[src/rtl/wpb_pkg.sv]
package wpb_pkg;
  // Data path width of the register access port
  localparam int DATA_W    = 32;
  // Bit offset of the debug-port enables within the trap control word
  localparam int DP_TE_OFS = 8;
  // Select code of the trap control word
  localparam int SEL_TRAP  = 0;
endpackage

[src/rtl/wpb_dport_te.sv]
module wpb_dport_te #(
  parameter int N_TE = 6
) (
  input  logic            clk,
  input  logic            rst_n,
  input  logic            sdi,
  input  logic            shift,
  input  logic            load,
  output logic [N_TE-1:0] te_o
);
  logic [N_TE-1:0] sr_q;
  logic [N_TE-1:0] te_q;

  always_ff @(posedge clk) begin
    if (!rst_n) begin
      sr_q <= '0;
      te_q <= '0;
    end else begin
      if (shift) sr_q <= {sr_q[N_TE-2:0], sdi};
      if (load)  te_q <= sr_q;
    end
  end

  assign te_o = te_q;
endmodule

[src/rtl/wpb_bkpt_ctr.sv]
module wpb_bkpt_ctr #(
  parameter int N_IWP = 4,
  parameter int N_LWP = 2,
  parameter int CNT_W = 16,
  parameter int SRC_W = 3
) (
  input  logic                   clk,
  input  logic                   rst_n,
  input  logic                   wr_en,
  input  logic [CNT_W-1:0]       wr_cnt,
  input  logic [SRC_W-1:0]       wr_src,
  input  logic                   wr_ena,
  input  logic [N_IWP+N_LWP-1:0] hit_vec,
  input  logic                   cnt_allow,
  input  logic                   rb_vld,
  input  logic [SRC_W-1:0]       rb_src,
  output logic [CNT_W-1:0]       cnt_o,
  output logic [SRC_W-1:0]       src_o,
  output logic                   en_o,
  output logic                   fired_o,
  output logic                   fire_i,
  output logic                   fire_l
);
  localparam int N_SRC = N_IWP + N_LWP;

  logic [CNT_W-1:0] cnt_q;
  logic [SRC_W-1:0] src_q;
  logic             en_q;
  logic             fired_q;
  logic             src_hit;
  logic             src_ok;
  logic             active;
  logic             dec;
  logic             inc;
  logic             fire;

  always_comb begin
    src_hit = 1'b0;
    for (int k = 0; k < N_SRC; k++) begin
      if (src_q == SRC_W'(k + 1)) src_hit = hit_vec[k];
    end
  end

  assign src_ok = (src_q != '0) && (src_q <= SRC_W'(N_SRC));
  assign active = en_q && !fired_q && (cnt_q != '0) && src_ok;
  assign dec    = active && src_hit && cnt_allow;
  assign inc    = active && rb_vld && (rb_src == src_q);
  assign fire   = dec && !inc && (cnt_q == CNT_W'(1));

  always_ff @(posedge clk) begin
    if (!rst_n) begin
      cnt_q   <= '0;
      src_q   <= '0;
      en_q    <= 1'b0;
      fired_q <= 1'b0;
    end else if (wr_en) begin
      cnt_q   <= wr_cnt;
      src_q   <= wr_src;
      en_q    <= wr_ena;
      fired_q <= 1'b0;
    end else if (dec && !inc) begin
      cnt_q <= cnt_q - 1'b1;
      if (fire) fired_q <= 1'b1;
    end else if (inc && !dec) begin
      cnt_q <= cnt_q + 1'b1;
    end
  end

  assign cnt_o   = cnt_q;
  assign src_o   = src_q;
  assign en_o    = en_q;
  assign fired_o = fired_q;
  assign fire_l  = fire && (src_q > SRC_W'(N_IWP));
  assign fire_i  = fire && (src_q <= SRC_W'(N_IWP));
endmodule

[src/rtl/wpb_unit.sv]
module wpb_unit #(
  parameter int N_IWP  = 4,
  parameter int N_LWP  = 2,
  parameter int N_CNT  = 2,
  parameter int CNT_W  = 16,
  parameter int ADDR_W = 32,
  parameter int SRC_W  = $clog2(N_IWP + N_LWP + 1),
  parameter int SEL_W  = $clog2(N_CNT + 2)
) (
  input  logic                      clk,
  input  logic                      rst_n,
  input  logic [N_IWP-1:0]          iwp_hit,
  input  logic [N_LWP-1:0]          lwp_hit,
  input  logic [ADDR_W-1:0]         ls_addr,
  input  logic                      mask_mode,
  input  logic                      ri_bit,
  input  logic                      unret_vld,
  input  logic [SRC_W-1:0]          unret_src,
  input  logic                      sw_we,
  input  logic [SEL_W-1:0]          sw_sel,
  input  logic [wpb_pkg::DATA_W-1:0] sw_wdata,
  input  logic [SEL_W-1:0]          rd_sel,
  output logic [wpb_pkg::DATA_W-1:0] rd_data,
  input  logic                      dp_sdi,
  input  logic                      dp_shift,
  input  logic                      dp_load,
  output logic                      ibrk_req,
  output logic                      lbrk_req,
  output logic [ADDR_W-1:0]         brk_addr
);
  import wpb_pkg::*;

  localparam int N_TE    = N_IWP + N_LWP;
  localparam int EN_BIT  = CNT_W + SRC_W;
  localparam int FIR_BIT = CNT_W + SRC_W + 1;
  localparam int SEL_BAR = N_CNT + 1;

  logic [N_TE-1:0]        sw_te_q;
  logic [N_TE-1:0]        dp_te;
  logic [N_TE-1:0]        eff_te;
  logic [N_TE-1:0]        hit_all;
  logic                   cnt_allow;
  logic [CNT_W-1:0]       cnt_a   [N_CNT];
  logic [SRC_W-1:0]       src_a   [N_CNT];
  logic [N_CNT-1:0]       en_vec;
  logic [N_CNT-1:0]       fired_vec;
  logic [N_CNT-1:0]       fire_i_vec;
  logic [N_CNT-1:0]       fire_l_vec;
  logic [N_CNT*CNT_W-1:0] cnt_flat;
  logic                   i_next;
  logic                   l_next;
  logic                   unused_wd;

  assign unused_wd = ^sw_wdata;
  assign hit_all   = {lwp_hit, iwp_hit};
  assign eff_te    = sw_te_q | dp_te;
  assign cnt_allow = !(mask_mode && !ri_bit);

  // Debug-port serial enables
  wpb_dport_te #(.N_TE(N_TE)) u_dport (
    .clk   (clk),
    .rst_n (rst_n),
    .sdi   (dp_sdi),
    .shift (dp_shift),
    .load  (dp_load),
    .te_o  (dp_te)
  );

  // Software trap enables
  always_ff @(posedge clk) begin
    if (!rst_n) sw_te_q <= '0;
    else if (sw_we && (sw_sel == SEL_W'(SEL_TRAP))) sw_te_q <= sw_wdata[N_TE-1:0];
  end

  // Countdown counters
  for (genvar c = 0; c < N_CNT; c++) begin : g_ctr
    logic wr_this;
    assign wr_this = sw_we && (sw_sel == SEL_W'(c + 1));

    wpb_bkpt_ctr #(
      .N_IWP (N_IWP),
      .N_LWP (N_LWP),
      .CNT_W (CNT_W),
      .SRC_W (SRC_W)
    ) u_ctr (
      .clk       (clk),
      .rst_n     (rst_n),
      .wr_en     (wr_this),
      .wr_cnt    (sw_wdata[CNT_W-1:0]),
      .wr_src    (sw_wdata[CNT_W +: SRC_W]),
      .wr_ena    (sw_wdata[EN_BIT]),
      .hit_vec   (hit_all),
      .cnt_allow (cnt_allow),
      .rb_vld    (unret_vld),
      .rb_src    (unret_src),
      .cnt_o     (cnt_a[c]),
      .src_o     (src_a[c]),
      .en_o      (en_vec[c]),
      .fired_o   (fired_vec[c]),
      .fire_i    (fire_i_vec[c]),
      .fire_l    (fire_l_vec[c])
    );

    assign cnt_flat[c*CNT_W +: CNT_W] = cnt_a[c];
  end

  // Request merge
  assign i_next = (|(iwp_hit & eff_te[N_IWP-1:0])) || (|fire_i_vec);
  assign l_next = (|(lwp_hit & eff_te[N_TE-1:N_IWP])) || (|fire_l_vec);

  always_ff @(posedge clk) begin
    if (!rst_n) begin
      ibrk_req <= 1'b0;
      lbrk_req <= 1'b0;
      brk_addr <= '0;
    end else begin
      ibrk_req <= i_next;
      lbrk_req <= l_next;
      if (l_next) brk_addr <= ls_addr;
    end
  end

  // Read path
  always_comb begin
    rd_data = '0;
    if (rd_sel == SEL_W'(SEL_TRAP)) begin
      rd_data[N_TE-1:0]          = sw_te_q;
      rd_data[DP_TE_OFS +: N_TE] = dp_te;
    end
    for (int c = 0; c < N_CNT; c++) begin
      if (rd_sel == SEL_W'(c + 1)) begin
        rd_data[CNT_W-1:0]     = cnt_a[c];
        rd_data[CNT_W +: SRC_W] = src_a[c];
        rd_data[EN_BIT]        = en_vec[c];
        rd_data[FIR_BIT]       = fired_vec[c];
      end
    end
    if (rd_sel == SEL_W'(SEL_BAR)) rd_data[ADDR_W-1:0] = brk_addr;
  end
endmodule

[config.mk]
export PLATFORM = sky130hd
export DESIGN_NAME = wpb_unit
export DESIGN_NICKNAME = d
export VERILOG_FILES = /design/src/rtl/wpb_pkg.sv /design/src/rtl/wpb_dport_te.sv /design/src/rtl/wpb_bkpt_ctr.sv /design/src/rtl/wpb_unit.sv
export SDC_FILE = /design/constraint.sdc
export NUM_CORES = 1
export LEC_CHECK = 0
export BUFFER_PORTS_ARGS = -buffer_cell sky130_fd_sc_hd__buf_2
export CAP_MARGIN = 20
export CORE_MARGIN = 2
export CORE_UTILIZATION = 35
export DETAILED_ROUTE_END_ITERATION = 12
export GPL_TIMING_DRIVEN = 0
export PLACE_DENSITY = 0.66
export SLEW_MARGIN = 40
export SYNTH_ARGS = -nofsm -noshare
export SYNTH_HDL_FRONTEND = slang
export SYNTH_SLANG_ARGS = --single-unit
[constraint.sdc]
create_clock -name clk -period 3.9 [get_ports clk]
set_clock_uncertainty 0.2 [all_clocks]
set_input_delay 0.195 -clock clk [delete_from_list [all_inputs] [get_ports clk]]
set_output_delay 0.195 -clock clk [all_outputs]
set_load 0.005 [all_outputs]
==> results of run 1 <==
flip-flops by register name (all words and copies together), names as in the netlist:
name	flops
sw_te_q	6
g_ctr.u_ctr.cnt_o	32
g_ctr.u_ctr.en_o	2
ibrk_req	1
u_dport.sr_q	6
g_ctr.u_ctr.src_o	6
brk_addr	32
g_ctr.u_ctr.fired_o	2
lbrk_req	1
u_dport.te_o	6
layer usage:
metal	track usage [%]	part of all wire, %
met3	4.40	6.7
met1	29.4	45
met5	0	0
met2	34.2	46
met4	7.88	2.6
cell usage after synthesis (6+ instances only):
| master | instances |
|---|---|
| nand2_1 | 100 |
| dfxtp_1 | 94 |
| mux2i_1 | 61 |
| nor2_1 | 44 |
| a21oi_1 | 42 |
| clkbuf_1 | 37 |
| o21ai_0 | 31 |
| xnor2_1 | 30 |
| and3_1 | 16 |
| mux4_2 | 13 |
| nand3_1 | 13 |
| a211oi_1 | 12 |
| nand4_1 | 12 |
| ha_1 | 10 |
| mux2_2 | 10 |
| a22o_1 | 9 |
| inv_1 | 7 |
| nor3_1 | 7 |
| and3b_1 | 6 |
stage by stage:
stage	std cells	hold slack (ns)	instance area [um2]	worst slack, ns
finish	1067	0.0516	7420	0.220
global route	1067	0.0374	7420	0.00836
CTS	1064	0.0379	7380	0.116
detailed placement	996	0.243	6570	0.149
global placement	996	0.235	6570	0.201
floorplan	645	0.131	5620	0.724
worst reg2reg max path, stage by stage, from the launching register on:
cell      delay, ns
dfxtp_1        0.29
clkbuf_1       0.23
and3_1         0.24
nor4b_1        0.26
o21ai_1        0.16
or4_1          0.55
ha_1           0.32
and4b_1        0.41
nand4_1        0.17
mux2_2         0.31
or3_1          0.31
a31oi_1        0.15
kinds of logic (layout without fill, tap and decap cells):
family | after synthesis | in the layout | synth area share (%)
multiplexers | 85 | 85 | 18.5
XOR/XNOR | 34 | 34 | 5.29
AO/OA/AOI/OAI | 112 | 112 | 12.5
adder cells (fa/ha/maj) | 10 | 10 | 2.22
buffers and inverters | 61 | 267 | 4.98
AND/OR/NAND/NOR | 249 | 249 | 23.0
flip-flops | 94 | 94 | 33.5
worst max path at each step:
stage,startpoint,slack [ns],to,cells past startpoint
floorplan,g_ctr[1].u_ctr.src_o[1],0.72,g_ctr[1].u_ctr.cnt_o[11],11
global placement,g_ctr[1].u_ctr.src_o[1],0.20,brk_addr[14],12
detailed placement,g_ctr[1].u_ctr.src_o[1],0.15,brk_addr[17],12
CTS,g_ctr[1].u_ctr.src_o[1],0.12,brk_addr[17],12
global route,g_ctr[1].u_ctr.src_o[1],0.008,g_ctr[1].u_ctr.cnt_o[13],11
finish,g_ctr[1].u_ctr.src_o[1],0.22,g_ctr[1].u_ctr.cnt_o[11],11
what timing repair did:
action / 4_1_cts / 5_1_grt
buffers inserted: 0 / 3
hold buffers: 52 / 0
endpoints found under the setup margin: 0 / 34
endpoints found under the hold margin: 70 / 0
gates resized for setup: 0 / 2
area by class of cell:
cell class                      instances  area share [%]
Buffer                                 53            3.37
Clock buffer                           13            3.64
Clock inverter                          3           0.236
Inverter                                8           0.405
Multi-Input combinational cell        490            46.7
Sequential cell                        94            25.4
Tap cell                              216            3.64
Timing Repair Buffer                  190            16.6
report_power, final:
group	switching, mW	internal [mW]
logic	0.178	0.172
clock network	0.372	0.483
registers	0.0410	0.992
==> out/qor.txt, run 1 <==
status = complete, no violations
part of the Yosys area used for sequential elements = 33.5%
slew margin rel. = 54.2%
Hold Startpoint = rst_n
r2r worst-path depth = 11
Hold Path Stages = 3
Vias = 5635
top_reg_cell synth = dfxtp_1
CP max FO = 10
Crit path buffers/inverters = 1
fmax = 272 MHz
Max-cap violations = 0
reg-to-reg slack, setup = 0.22 ns
largest cells by area after synthesis = dfxtp_1 (33%), mux2i_1 (11%), nand2_1 (6.7%), mux4_2 (5.2%), xnor2_1 (4.7%)
Total Power = 2.24 mW
clock slew at reported path FFs = 0.07 ns
Syn Inst Count = 645
Leak = 3.19 nW
Async S/R FF share, synth = 0%
flops & latches, synth = 94
Post-synth EDFFs = 0
clk_lat worst skew = 0.35 ns
row cnt = 46
pwr dens = 302 mW/mm2
Initial Util = 35.7%
capturing point of the worst reg2reg path = g_ctr[1].u_ctr.cnt_o[11]
Setup CP Type = reg -> reg
CP endpoint kind = register
post-layout util = 47.0%
Hold Path Class = in -> reg
final RePlAce weighted congestion = 0.927
final hold vios = 0
DRT Pass-1 Iters = 5
commonest non-fill, non-tap cell in the layout = buf_2
max-slew violations = 0
CTS H-tree depth = 3
Num CTS Buffers = 9
fillers = 1591
largest net degree at the start of global routing = 15
nets = 942
Worst VDD drop = 0.000239 V
Post-Route Setup TNS = 0 ns
Final setup viols = 0
synth unique cells = 62
Syn Nets = 741
Crit path max-delay family = simple AND/OR/NAND/NOR gates
global-route usage over all layers = 21.7%
Yosys top cell by area = dfxtp_1
layout cells sized above 1 = 24.2%
reg2reg start = g_ctr[1].u_ctr.src_o[1]
post-synth top area share = 33.5%
initial drt markers = 437
GRT overflow = 0
Vias/cell = 5.28
Detail Placement HPWL = 14300 um
CP Cell Sequence = clkbuf_1 -> and3_1 -> nor4b_1 -> o21ai_1 -> or4_1 -> ha_1 -> and4b_1 -> nand4_1 -> mux2_2 -> or3_1 -> a31oi_1
initial antenna violation count = 0
syn_area_per_cell = 8.72 um2
Final Cycle Share = 94.3%
most frequent cells in the layout = buf_2 (139), nand2_1 (100), dfxtp_1 (94), mux2i_1 (61), dlygate4sd3_1 (52)
Final min period = 3.68 ns
Top Ports = 152
CTS tree = yes
Root Driver = clkbuf_16
slowest cell delay on critical path = 0.55 ns
Die Span Y = 131 um
clock sinks = 94
CP max-delay cell = or4_1
WP data required = 3.98 ns
DRC errors left = 0
antenna cell count = 0
IO buf count = 135
crit path DAT = 3.76 ns
DR WL/cell = 17.4 um
Worst Setup Start Kind = register
Die Area = 0.0171 mm2
Clock Path Buffers = 2
Die X = 131 um
Ys Warns = 0
Routed WL = 18600 um
synthesis-to-layout area growth = 31.9%
first-pass GRT wire length = 28000 um
ANT nets after route = 0
area of the multi-input gates = 0.00347 mm2
Seq. cell area = 0.00188 mm2
Slew @ Worst Pin = 0.688 ns
Worst Hold End = g_ctr[1].u_ctr.cnt_o[2]
core area = 0.0158 mm2
Synth Cell Area = 0.00562 mm2
RSZ-0062 raised after global routing = no
vias in the first global route = 5130
(Power assumes the default switching activity.)
==> run 2: changes to the inputs <==
- CELL_PAD_IN_SITES_DETAIL_PLACEMENT: unset -> 1
- CELL_PAD_IN_SITES_GLOBAL_PLACEMENT: unset -> 2
- CORE_ASPECT_RATIO: unset -> 0.7
- CORE_UTILIZATION: 35 -> 31
- PLACE_DENSITY: 0.66 -> 0.89
==> run 2 against run 1 <==
Critical path depth shrank 1. Combinational power grew 6.3%. Register-to-register slack gained 0.08 ns. Sequential share of layout area shrank 0.17 points. Hold slack lost 0.0063 ns. Count of clock-buffer cells in the layout shrank 4. Highest routed layer unchanged. Critical endpoint is now g_ctr[1].u_ctr.cnt_o[14].
==> out/qor.txt, run 2 (synthesis gave the netlist of run 1 again) <==
row cnt = 41
synthesis-to-layout area growth = 32.8%
vias in the first global route = 5989
Die Area = 0.0193 mm2
CTS H-tree depth = 3
GRT overflow = 0
status = complete, no violations
CP max FO = 10
core area = 0.0179 mm2
IO buf count = 135
post-layout util = 41.7%
Max-cap violations = 0
Initial Util = 31.4%
ANT nets after route = 0
largest net degree at the start of global routing = 19
Worst Setup Start Kind = register
clock sinks = 94
Top Ports = 152
CP max-delay cell = dfxtp_1
Die Span Y = 117 um
Seq. cell area = 0.00188 mm2
Die X = 165 um
Leak = 3.19 nW
Clock Path Buffers = 2
area of the multi-input gates = 0.00349 mm2
CP endpoint kind = register
initial drt markers = 430
DRC errors left = 0
initial antenna violation count = 1
CP Cell Sequence = nor3_1 -> nor4b_2 -> o21ai_1 -> or4_1 -> ha_2 -> and3b_1 -> nand3_1 -> a2111oi_2 -> xnor2_1 -> a21oi_1
final hold vios = 0
WP data required = 3.92 ns
Num CTS Buffers = 9
DRT Pass-1 Iters = 5
Final Cycle Share = 92.3%
slowest cell delay on critical path = 0.59 ns
crit path DAT = 3.62 ns
RSZ-0062 raised after global routing = no
final RePlAce weighted congestion = 0.927
Post-Route Setup TNS = 0 ns
nets = 941
Worst VDD drop = 0.000195 V
Hold Path Class = in -> reg
Routed WL = 22100 um
Root Driver = clkbuf_16
Final setup viols = 0
commonest non-fill, non-tap cell in the layout = buf_2
global-route usage over all layers = 23.8%
clock slew at reported path FFs = 0.07 ns
Vias = 5828
most frequent cells in the layout = buf_2 (139), nand2_1 (100), dfxtp_1 (94), mux2i_1 (61), dlygate4sd3_1 (52)
fmax = 278 MHz
Crit path buffers/inverters = 0
slew margin rel. = 48.7%
first-pass GRT wire length = 34700 um
antenna cell count = 0
fillers = 2170
clk_lat worst skew = 0.35 ns
Detail Placement HPWL = 16900 um
max-slew violations = 0
Crit path max-delay family = simple AND/OR/NAND/NOR gates
Final min period = 3.60 ns
CTS tree = yes
Vias/cell = 5.37
pwr dens = 308 mW/mm2
layout cells sized above 1 = 25.1%
Setup CP Type = reg -> reg
Slew @ Worst Pin = 0.770 ns
DR WL/cell = 20.4 um
-- run 2: final timing paths --
path | startpoint | to | slack (ns) | depth (start not counted)
max | g_ctr[1].u_ctr.src_o[1] | g_ctr[1].u_ctr.cnt_o[14] | 0.30 | 10
min | rst_n | g_ctr[1].u_ctr.cnt_o[2] | 0.05 | 3
min reg2reg | brk_addr[21] | brk_addr[21] | 0.28 | 2
max reg2reg | g_ctr[1].u_ctr.src_o[1] | g_ctr[1].u_ctr.cnt_o[14] | 0.30 | 10
-- run 2: cell type report --
cell class                      instances  share of cell area, %
Sequential cell                        94                   25.2
Multi-Input combinational cell        490                   46.7
Timing Repair Buffer                  191                   16.6
Inverter                                8                  0.402
Clock buffer                            9                   3.02
Tap cell                              236                   3.95
Buffer                                 51                   3.25
Clock inverter                          7                  0.888
-- run 2: worst min-delay path, delay by kind of cell --
kind | cells | cell delay, ns
AO/OA/AOI/OAI | 1 | 0.06
buffers and inverters | 2 | 0.30
-- run 2: per-layer routing --
metal	vias to the layer above	wire, um	GRT usage (%)	share of wire [%]
met5	-	0	0	0
met4	0	336	5.16	1.5
met3	26	1250	3.48	5.7
met2	201	9710	37.0	44
met1	2902	10800	34.8	49
li1	2699	-	-	-
-- run 2: stage by stage --
step                worst slack (ns)  total power, mW  instance area [um2]  instances  hold WS, ns
floorplan                      0.724             1.23                 5620        645        0.131
global placement             -0.0149             1.36                 6600       1016        0.237
detailed placement            -0.103             1.37                 6600       1016        0.246
CTS                           0.0260             2.30                 7430       1085       0.0371
global route                  0.0183             2.39                 7470       1086       0.0688
finish                         0.299             2.30                 7470       1086       0.0454
-- run 2: where the power goes --
part,switching (mW),internal (mW),total (mW)
registers,0.0456,0.991,1.04
clock network,0.444,0.450,0.894
logic,0.195,0.176,0.372
total,0.685,1.62,2.30
-- run 2: timing repair --
item,4_1_cts,5_1_grt
gates cloned,0,0
setup buffers,2,2
endpoints found under the hold margin,68,0
resized for setup,0,7
pin swaps,1,1
setup endpoints to repair,33,46
hold buffers,52,0
==> run 3: changes to the inputs <==
- HOLD_SLACK_MARGIN: unset -> 0.05
==> run 3 against run 2 <==
Critical path depth increased by 1. Register-to-register slack got worse by 0.02 ns. Flip-flop and latch count unchanged. Maximum frequency decreased by 0.44%. Sequential share of layout area about the same. Cell count about the same. Critical endpoint is now g_ctr[0].u_ctr.cnt_o[13]. Routed wire length decreased by 0.12%. Hold slack improved by 0.028 ns. Power about the same. Core utilization increased by 0.056 points.
==> out/qor.txt, run 3 (synthesis gave the netlist of run 1 again) <==
IO buf count = 135
initial antenna violation count = 1
Final setup viols = 0
global-route usage over all layers = 23.8%
DR WL/cell = 20.3 um
Initial Util = 31.4%
Root Driver = clkbuf_16
Setup crit end = g_ctr[0].u_ctr.cnt_o[13]
post-placement cell count = 1016
WP data required = 3.94 ns
layout cells sized above 1 = 25.0%
clock sinks = 94
Die Area = 0.0193 mm2
ANT nets after route = 0
slew margin rel. = 48.8%
Top Ports = 152
CP endpoint kind = register
Post-Route Setup TNS = 0 ns
initial drt markers = 415
final worst slack = 0.284 ns
Total Power = 2.30 mW
largest net degree at the start of global routing = 19
Final min period = 3.62 ns
Final Cycle Share = 92.7%
Vias/cell = 5.36
Vias = 5830
antenna cell count = 0
Worst setup startpoint = g_ctr[0].u_ctr.cnt_o[8]
core area = 0.0179 mm2
RSZ-0062 raised after global routing = no
first-pass GRT wire length = 34700 um
worst hold margin = 0.0732 ns
CTS tree = yes
Num CTS Buffers = 9
status = complete, no violations
synthesis-to-layout area growth = 32.9%
fmax = 277 MHz
clock slew at reported path FFs = 0.08 ns
commonest non-fill, non-tap cell in the layout = buf_2
pre-CTS setup slack = -0.103 ns
Leak = 3.19 nW
Routed WL = 22100 um
Design Area, Final = 0.00748 mm2
r2r worst-path depth = 11
Hold Path Class = in -> reg
Slew @ Worst Pin = 0.768 ns
DRT Pass-1 Iters = 5
crit path DAT = 3.66 ns
nets = 942
capturing point of the worst reg2reg path = g_ctr[0].u_ctr.cnt_o[13]
max-slew violations = 0
Max-cap violations = 0
DRC errors left = 0
CTS H-tree depth = 3
CP max FO = 10
most frequent cells in the layout = buf_2 (139), nand2_1 (100), dfxtp_1 (94), mux2i_1 (61), dlygate4sd3_1 (53)
clk_lat worst skew = 0.35 ns
Cell Count, Final, Fillers Out = 1087
post-layout util = 41.8%
Die Span Y = 117 um
reg-to-reg slack, setup = 0.28 ns
vias in the first global route = 5990
placed inst area = 0.00660 mm2
reg2reg start = g_ctr[0].u_ctr.cnt_o[8]
pwr dens = 308 mW/mm2
Detail Placement HPWL = 16900 um
Die X = 165 um
final RePlAce weighted congestion = 0.927
GRT overflow = 0
final hold vios = 0
Clock Path Buffers = 2
fillers = 2169
Worst Setup Start Kind = register
row cnt = 41
Setup CP Type = reg -> reg
Worst VDD drop = 0.000197 V
run 3: worst min-delay path by stage:
stage	from	cells after the start	to
CTS	sw_wdata[13]	3	g_ctr[1].u_ctr.cnt_o[13]
finish	sw_wdata[13]	3	g_ctr[1].u_ctr.cnt_o[13]
floorplan	sw_wdata[19]	2	g_ctr[1].u_ctr.en_o
global placement	dp_sdi	3	u_dport.sr_q[0]
detailed placement	dp_sdi	3	u_dport.sr_q[0]
global route	sw_wdata[13]	3	g_ctr[1].u_ctr.cnt_o[13]
run 3: timing repair:
action / 4_1_cts / 5_1_grt
pin swaps: 1 / 1
setup buffers: 2 / 2
gates resized for setup: 0 / 7
setup endpoints to repair: 33 / 46
endpoints found under the hold margin: 76 / 0
hold buffers: 53 / 0
run 3: area by class of cell:
cell class	instances	area (um2)	share of cell area [%]
Buffer	51	243	3.25
Clock buffer	9	225	3.01
Clock inverter	7	66.3	0.887
Inverter	8	30.0	0.402
Multi-Input combinational cell	490	3490	46.6
Sequential cell	94	1880	25.2
Tap cell	236	295	3.95
Timing Repair Buffer	192	1250	16.7
run 3: critical path: stages (launching register included):
cell	delay (ns)
dfxtp_1	0.41
nor3_1	0.50
and4_4	0.36
and3_2	0.20
nor4_1	0.05
ha_1	0.23
buf_2	0.19
and3b_1	0.36
nand4_1	0.18
o21ai_0	0.35
mux2i_1	0.14
a311o_1	0.32
run 3: where the power goes:
group	switching (mW)	internal, mW	total (mW)
clock	0.443	0.450	0.893
sequential	0.0453	0.991	1.04
combinational	0.195	0.177	0.372
total	0.683	1.62	2.30
run 3: routing by layer:
| metal | global-route usage (%) | routed length (um) | vias to the layer above |
|---|---|---|---|
| li1 | - | - | 2702 |
| met2 | 37.0 | 9640 | 197 |
| met4 | 5.16 | 366 | 0 |
| met1 | 34.8 | 10800 | 2904 |
| met3 | 3.48 | 1270 | 27 |
| met5 | 0 | 0 | - |
